==> src/rtl/tmr_pkg.sv <==
package tmr_pkg;
  typedef enum logic [1:0] {
    ACT_HOLD = 2'b00,
    ACT_LOW  = 2'b01,
    ACT_HIGH = 2'b10,
    ACT_FLIP = 2'b11
  } match_act_e;

  typedef enum logic [1:0] {
    EDGE_OFF  = 2'b00,
    EDGE_RISE = 2'b01,
    EDGE_FALL = 2'b10,
    EDGE_ANY  = 2'b11
  } cap_edge_e;
endpackage

==> src/rtl/tmr_capture_chan.sv <==
module tmr_capture_chan
  import tmr_pkg::*;
#(
  parameter int CNT_W = 16
) (
  input  logic             clk,
  input  logic             rst_n,
  input  logic             pin,
  input  cap_edge_e        edge_sel,
  input  logic [CNT_W-1:0] count,
  output logic [CNT_W-1:0] cap_val
);
  logic             s1_q, s2_q, s3_q;
  logic             rise, fall, fire;
  logic [CNT_W-1:0] cap_q, cap_d;

  always_comb begin
    rise = s2_q & ~s3_q;
    fall = ~s2_q & s3_q;
    unique case (edge_sel)
      EDGE_RISE: fire = rise;
      EDGE_FALL: fire = fall;
      EDGE_ANY:  fire = rise | fall;
      default:   fire = 1'b0;
    endcase
    cap_d = fire ? count : cap_q;
  end

  always_ff @(posedge clk or negedge rst_n) begin
    if (!rst_n) begin
      s1_q  <= 1'b0;
      s2_q  <= 1'b0;
      s3_q  <= 1'b0;
      cap_q <= '0;
    end else begin
      s1_q  <= pin;
      s2_q  <= s1_q;
      s3_q  <= s2_q;
      cap_q <= cap_d;
    end
  end

  assign cap_val = cap_q;

  p_cap_load_r4: assert property (@(posedge clk) disable iff (!rst_n)
    fire |=> cap_val == $past(count));
  p_cap_hold_r4: assert property (@(posedge clk) disable iff (!rst_n)
    !fire |=> $stable(cap_val));
  p_cap_off_r3: assert property (@(posedge clk) disable iff (!rst_n)
    (edge_sel == EDGE_OFF) |=> $stable(cap_val));
endmodule

==> src/rtl/tmr_match_chan.sv <==
module tmr_match_chan
  import tmr_pkg::*;
#(
  parameter int CNT_W = 16
) (
  input  logic             clk,
  input  logic             rst_n,
  input  logic [CNT_W-1:0] count,
  input  logic [CNT_W-1:0] match_val,
  input  match_act_e       act,
  input  logic             suppress,
  input  logic             sw_wr,
  input  logic             sw_val,
  output logic             out_bit
);
  logic hit, act_live;
  logic out_q, out_d;

  always_comb begin
    hit      = (count == match_val);
    act_live = hit && !suppress && (act != ACT_HOLD);
    out_d    = out_q;
    if (act_live) begin
      unique case (act)
        ACT_LOW:  out_d = 1'b0;
        ACT_HIGH: out_d = 1'b1;
        ACT_FLIP: out_d = ~out_q;
        default:  out_d = out_q;
      endcase
    end else if (sw_wr) begin
      out_d = sw_val;
    end
  end

  always_ff @(posedge clk or negedge rst_n) begin
    if (!rst_n) out_q <= 1'b0;
    else        out_q <= out_d;
  end

  assign out_bit = out_q;

  p_out_hold_r5: assert property (@(posedge clk) disable iff (!rst_n)
    (!hit && !sw_wr) |=> $stable(out_bit));
  p_out_set_r5: assert property (@(posedge clk) disable iff (!rst_n)
    (hit && !suppress && act == ACT_HIGH) |=> out_bit);
  p_out_clr_r5: assert property (@(posedge clk) disable iff (!rst_n)
    (hit && !suppress && act == ACT_LOW) |=> !out_bit);
  p_out_flip_r5: assert property (@(posedge clk) disable iff (!rst_n)
    (hit && !suppress && act == ACT_FLIP) |=> out_bit != $past(out_bit));
  p_sw_write_r6: assert property (@(posedge clk) disable iff (!rst_n)
    (sw_wr && !(hit && !suppress && act != ACT_HOLD)) |=> out_bit == $past(sw_val));
  p_suppress_r7: assert property (@(posedge clk) disable iff (!rst_n)
    (suppress && !sw_wr) |=> $stable(out_bit));
endmodule

==> src/rtl/tmr_capmatch.sv <==
module tmr_capmatch
  import tmr_pkg::*;
#(
  parameter int CNT_W   = 16,
  parameter int N_CAP   = 2,
  parameter int N_MATCH = 4,
  parameter int ADDR_W  = 4,
  parameter int DATA_W  = 32
) (
  input  logic               clk,
  input  logic               rst_n,
  input  logic               wr_en,
  input  logic [ADDR_W-1:0]  addr,
  input  logic [DATA_W-1:0]  wdata,
  output logic [DATA_W-1:0]  rdata,
  input  logic [N_CAP-1:0]   cap_in,
  output logic [N_MATCH-1:0] match_out,
  output logic [CNT_W-1:0]   tmr_count
);
  localparam int A_CAPCTL = N_MATCH;
  localparam int A_EXT    = N_MATCH + 1;
  localparam int A_CAP0   = N_MATCH + 2;
  localparam int ACT_LSB  = N_MATCH;
  localparam int ACT_W    = 2 * N_MATCH;
  localparam int PWM_LSB  = ACT_LSB + ACT_W;
  localparam int EXT_W    = PWM_LSB + N_MATCH;
  localparam int CC_W     = 2 * N_CAP;

  logic [CNT_W-1:0] cnt_q, cnt_d;
  logic [CNT_W-1:0] mr_q [N_MATCH];
  logic [CNT_W-1:0] mr_d [N_MATCH];
  logic [CNT_W-1:0] cap_val [N_CAP];
  logic [CC_W-1:0]  cc_q, cc_d;
  logic [ACT_W-1:0] act_q, act_d;
  logic [N_MATCH-1:0] sup_q, sup_d;
  logic             wr_ext;
  logic             unused_wdata;

  assign unused_wdata = ^wdata[DATA_W-1:EXT_W];

  // next-state for counter and configuration registers
  always_comb begin
    cnt_d  = cnt_q + CNT_W'(1);
    cc_d   = cc_q;
    act_d  = act_q;
    sup_d  = sup_q;
    wr_ext = wr_en && (addr == ADDR_W'(A_EXT));
    for (int i = 0; i < N_MATCH; i++) begin
      mr_d[i] = mr_q[i];
      if (wr_en && addr == ADDR_W'(i)) mr_d[i] = wdata[CNT_W-1:0];
    end
    if (wr_en && addr == ADDR_W'(A_CAPCTL)) cc_d = wdata[CC_W-1:0];
    if (wr_ext) begin
      act_d = wdata[ACT_LSB +: ACT_W];
      sup_d = wdata[PWM_LSB +: N_MATCH];
    end
  end

  always_ff @(posedge clk or negedge rst_n) begin
    if (!rst_n) begin
      cnt_q <= '0;
      cc_q  <= '0;
      act_q <= '0;
      sup_q <= '0;
      for (int i = 0; i < N_MATCH; i++) mr_q[i] <= '0;
    end else begin
      cnt_q <= cnt_d;
      cc_q  <= cc_d;
      act_q <= act_d;
      sup_q <= sup_d;
      for (int i = 0; i < N_MATCH; i++) mr_q[i] <= mr_d[i];
    end
  end

  assign tmr_count = cnt_q;

  generate
    for (genvar g = 0; g < N_MATCH; g++) begin : g_match
      tmr_match_chan #(.CNT_W(CNT_W)) u_match (
        .clk      (clk),
        .rst_n    (rst_n),
        .count    (cnt_q),
        .match_val(mr_q[g]),
        .act      (match_act_e'(act_q[2*g +: 2])),
        .suppress (sup_q[g]),
        .sw_wr    (wr_ext),
        .sw_val   (wdata[g]),
        .out_bit  (match_out[g])
      );
    end
    for (genvar g = 0; g < N_CAP; g++) begin : g_cap
      tmr_capture_chan #(.CNT_W(CNT_W)) u_cap (
        .clk     (clk),
        .rst_n   (rst_n),
        .pin     (cap_in[g]),
        .edge_sel(cap_edge_e'(cc_q[2*g +: 2])),
        .count   (cnt_q),
        .cap_val (cap_val[g])
      );
    end
  endgenerate

  // read mux
  always_comb begin
    rdata = '0;
    for (int i = 0; i < N_MATCH; i++)
      if (addr == ADDR_W'(i)) rdata = DATA_W'(mr_q[i]);
    if (addr == ADDR_W'(A_CAPCTL)) rdata = DATA_W'(cc_q);
    if (addr == ADDR_W'(A_EXT))    rdata = DATA_W'({sup_q, act_q, match_out});
    for (int k = 0; k < N_CAP; k++)
      if (addr == ADDR_W'(A_CAP0 + k)) rdata = DATA_W'(cap_val[k]);
  end

  p_count_step_r2: assert property (@(posedge clk) disable iff (!rst_n)
    1'b1 |=> tmr_count == $past(tmr_count) + CNT_W'(1));
  p_cfg_hold_r8: assert property (@(posedge clk) disable iff (!rst_n)
    !wr_en |=> ($stable(cc_q) && $stable(act_q) && $stable(sup_q)));
endmodule

==> config.mk <==
export PLATFORM = sky130hd
export DESIGN_NAME = tmr_capmatch
export DESIGN_NICKNAME = d
export VERILOG_FILES = /design/src/rtl/tmr_pkg.sv /design/src/rtl/tmr_capture_chan.sv /design/src/rtl/tmr_match_chan.sv /design/src/rtl/tmr_capmatch.sv
export SDC_FILE = /design/constraint.sdc
export NUM_CORES = 1
export LEC_CHECK = 0
export ABC_AREA = 0
export BUFFER_PORTS_ARGS = -buffer_cell sky130_fd_sc_hd__buf_2
export CAP_MARGIN = 25
export CORE_MARGIN = 2
export CORE_UTILIZATION = 55
export CTS_CLUSTER_SIZE = 30
export DETAILED_ROUTE_END_ITERATION = 8
export PLACE_DENSITY = 0.78
export SLEW_MARGIN = 10
export SYNTH_ARGS = -nofsm -noshare
export SYNTH_HDL_FRONTEND = slang
export SYNTH_SLANG_ARGS = --single-unit
export TNS_END_PERCENT = 1
==> constraint.sdc <==
create_clock -name clk -period 2.34 [get_ports clk]
set_input_delay 0.117 -clock clk [delete_from_list [all_inputs] [get_ports clk]]
set_output_delay 0.117 -clock clk [all_outputs]
set_load 0.02 [all_outputs]
==> flow_summary.toml <==
[timing]
finalHoldViolations = 0
period_share_pct = 84.46
tightestPinTransition_ns = 0.5875
drv_slew = 0
rsz0062_at_grt = "no"
setup-tns-final_ns = 0
setup_viol = 0
period_needed_ns = 1.976
slew-limit-headroom_pct = 60.83
clock_skew_ns = 0.007718
holdWs_ns = 0.02764
fmax_mhz = 506.0

[worst_setup_path]
cp-end-kind = "output pin"
critPathRequiredTime_ns = 2.22
reg2regPathDepth = 7
timing.rr.end = "g_cap[1].u_cap.cap_val[7]"
crit_family = "compound AO/OA/AOI/OAI gates"
crit_top_cell = "buf_2"
crit_path_start = "addr[0]"
cp_cell_sequence = "buf_2 > and2_1 > a22oi_1 > a311oi_1 > buf_2"
startpoint_type = "primary input"
r2r_start = "g_cap[1].u_cap.s3_q"
critPathCapture = "rdata[11]"
slowest_stage = "and2_1"
crit_type = "in -> out"
worst-path-buf-inv = 2
path_depth = 5
crit_path_max_incr_delay_ns = 0.51
arrival_ns = 1.86
r2r_setup_slack_ns = 0.58
crit_fanout = 12

[die]
fp.coreArea_um2 = 13140
die_area_um2 = 14270
core.rowCount = 42
die_y_um = 119.5
ios = 93
die_w_um = 119.5
start_util_pct = 55.81

[synthesis]
ys_seq_area_share_pct = 47.10
avgSynthCellArea_um2 = 12.10
syn_area_um2 = 7332
synth_top_family_by_area = "multiplexers"
netlist_instances = 606
synth_compound_area_share_pct = 4.949
synth_warnings = 0
synth_xor_area_share_pct = 9.317
synth_cell_types = 37
ys_ff_latch = 138
muxShareOfSynthArea_pct = 22.54
synth-adder-area-share_pct = 2.901
yosys.area_share.simple_pct = 7.611

[drt]
route.detailed.vias_per_inst = 5.949
num_vias = 5104
avgRoutedWirePerCell_um = 21.12
initialDrtViolationCount = 428
ant_nets = 0
drc_errors = 0
dr.pass1.iters = 5
wirelength_mm = 18.12

[cts]
clk_pin_slew_worst_paths_ns = 0.06
cts_tree = "built"
cts_made_buffers = 17
cts_resized = 0
clock_sinks = 138
cts_buffer_depth = 2
clock_latency_ns = 0.43
htree_levels = 4
cts_root_buf = "clkbuf_16"

[layout]
layout-drive-gt1-share_pct = 34.02
nFillCells = 1042
syn_to_final_growth_pct = 14.81
multi_input_area_um2 = 3530
antennaDiodeCount = 0
design_area_um2 = 8418
final_common_cell = "dfrtp_1"
regArea_um2 = 3453
final_cell_mix = "dfrtp_1, mux2_2, xnor2_1, buf_2, nor2_1"
final_nets = 727

[power]
power_w = 0.007574
powerDensity_nw_per_um2 = 899.7
ir_drop_mv = 0.6406
p_leak_nw = 3.758

[placement]
placed_area_um2 = 7671
place.gp.congestion = 0.9428
portBuffers = 60
hpwl_mm = 13.12

[worst_hold_path]
hp-class = "in -> reg"
hp-start = "wdata[0]"

[global_route]
grt_usage_pct = 26.90
grt_pass1_wl_mm = 28.70
grt_max_degree = 66
grt_pass1_vias = 5099
grt_overflow = 0
antenna_found_initial = 0

[status]
status = "completed"

[flow_run]
maxCapViolCount = 0
stage by stage:
stage	cells	utilization (%)	setup slack [ns]
after global routing	858	64.08	0.3012
after global placement	811	58.39	0.4692
after floorplan	621	-	0.5332
after CTS	858	64.08	0.4022
after detailed placement	811	58.39	0.3986
final	858	64.08	0.3637
worst min path at each step:
| stage | to | slack, ns | depth (start not counted) |
|---|---|---|---|
| 2_1_floorplan | act_q[0] | -0.18 | 0 |
| 3_3_place_gp | mr_q[20] | 0.13 | 1 |
| 3_5_place_dp | mr_q[34] | 0.14 | 1 |
| 4_1_cts | cc_q[0] | 0.02 | 2 |
| 5_1_grt | cc_q[0] | 0.04 | 2 |
| 6_report | cc_q[0] | 0.03 | 2 |
registers in the layout (all words and copies together) (netlist names), 4 cells and up:
name	flops
tmr_count	16
mr_q	64
cc_q	4
g_match.u_match.out_bit	4
sup_q	4
g_cap.u_cap.cap_val	32
act_q	8
synthesized netlist by cell type (all sizes together):
cell type	number	share of area, %
mux2	103	16
nor3b	1	0.26
nand3	12	0.82
a21oi	10	0.73
a211oi	3	0.31
xor2	18	2.2
xnor2	60	7.2
and4b	1	0.14
nor4	4	0.34
nand2	32	1.8
buf	50	4.2
ha	17	2.9
and4	2	0.24
mux2i	11	1.5
a221oi	4	0.48
a22oi	12	1.2
nand4	12	1.0
inv	15	0.77
and2	1	0.085
o21ai	10	0.68
a31oi	1	0.085
a311oi	12	1.4
clkbuf	10	0.51
mux4	17	5.2
and3	4	0.34
nor2b	3	0.26
nand4b	1	0.12
dfrtp	138	47
nor2	34	1.7
nor3	7	0.48
conb	1	0.051
layout make-up:
class | count | area share (%)
clock inverters | 13 | 1.709
well taps | 176 | 2.616
clock buffers | 19 | 5.380
multi-input cells | 408 | 41.93
inverters | 15 | 0.6688
repair buffers | 89 | 6.674
flip-flops and latches | 138 | 41.02
where the power goes:
| group | total (W) | leakage (nW) | switching [W] | internal (W) |
|---|---|---|---|---|
| combinational | 0.00161 | 1.77 | 0.000767 | 0.000847 |
| clock | 0.00268 | 0.270 | 0.00106 | 0.00163 |
| sequential | 0.00328 | 1.72 | 0.000453 | 0.00282 |
logic make-up (layout without fill, tap and decap cells):
| family | count (synthesis) | in the layout |
|---|---|---|
| compound gates | 52 | 52 |
| other cells | 1 | 16 |
| xor+xnor | 78 | 78 |
| mux | 131 | 131 |
| flops | 138 | 138 |
| buf+inv | 75 | 136 |
| fa+ha+maj | 17 | 17 |
| simple gates | 114 | 114 |
metal layers:
layer  vias to the layer above  global-route usage [%]  wire (µm)
met1                      2606                   35.71       7463
li1                       2238                       -          -
met3                        51                   5.220       1065
met2                       209                   41.75       8787
met5                         -                       0          0
met4                         0                   14.78        802
timing repair:
item | CTS | global route
hold buffers | 15 | 0
hold endpoints to repair | 110 | 0
buffers inserted | 0 | 0
(Power assumes the default switching activity.)
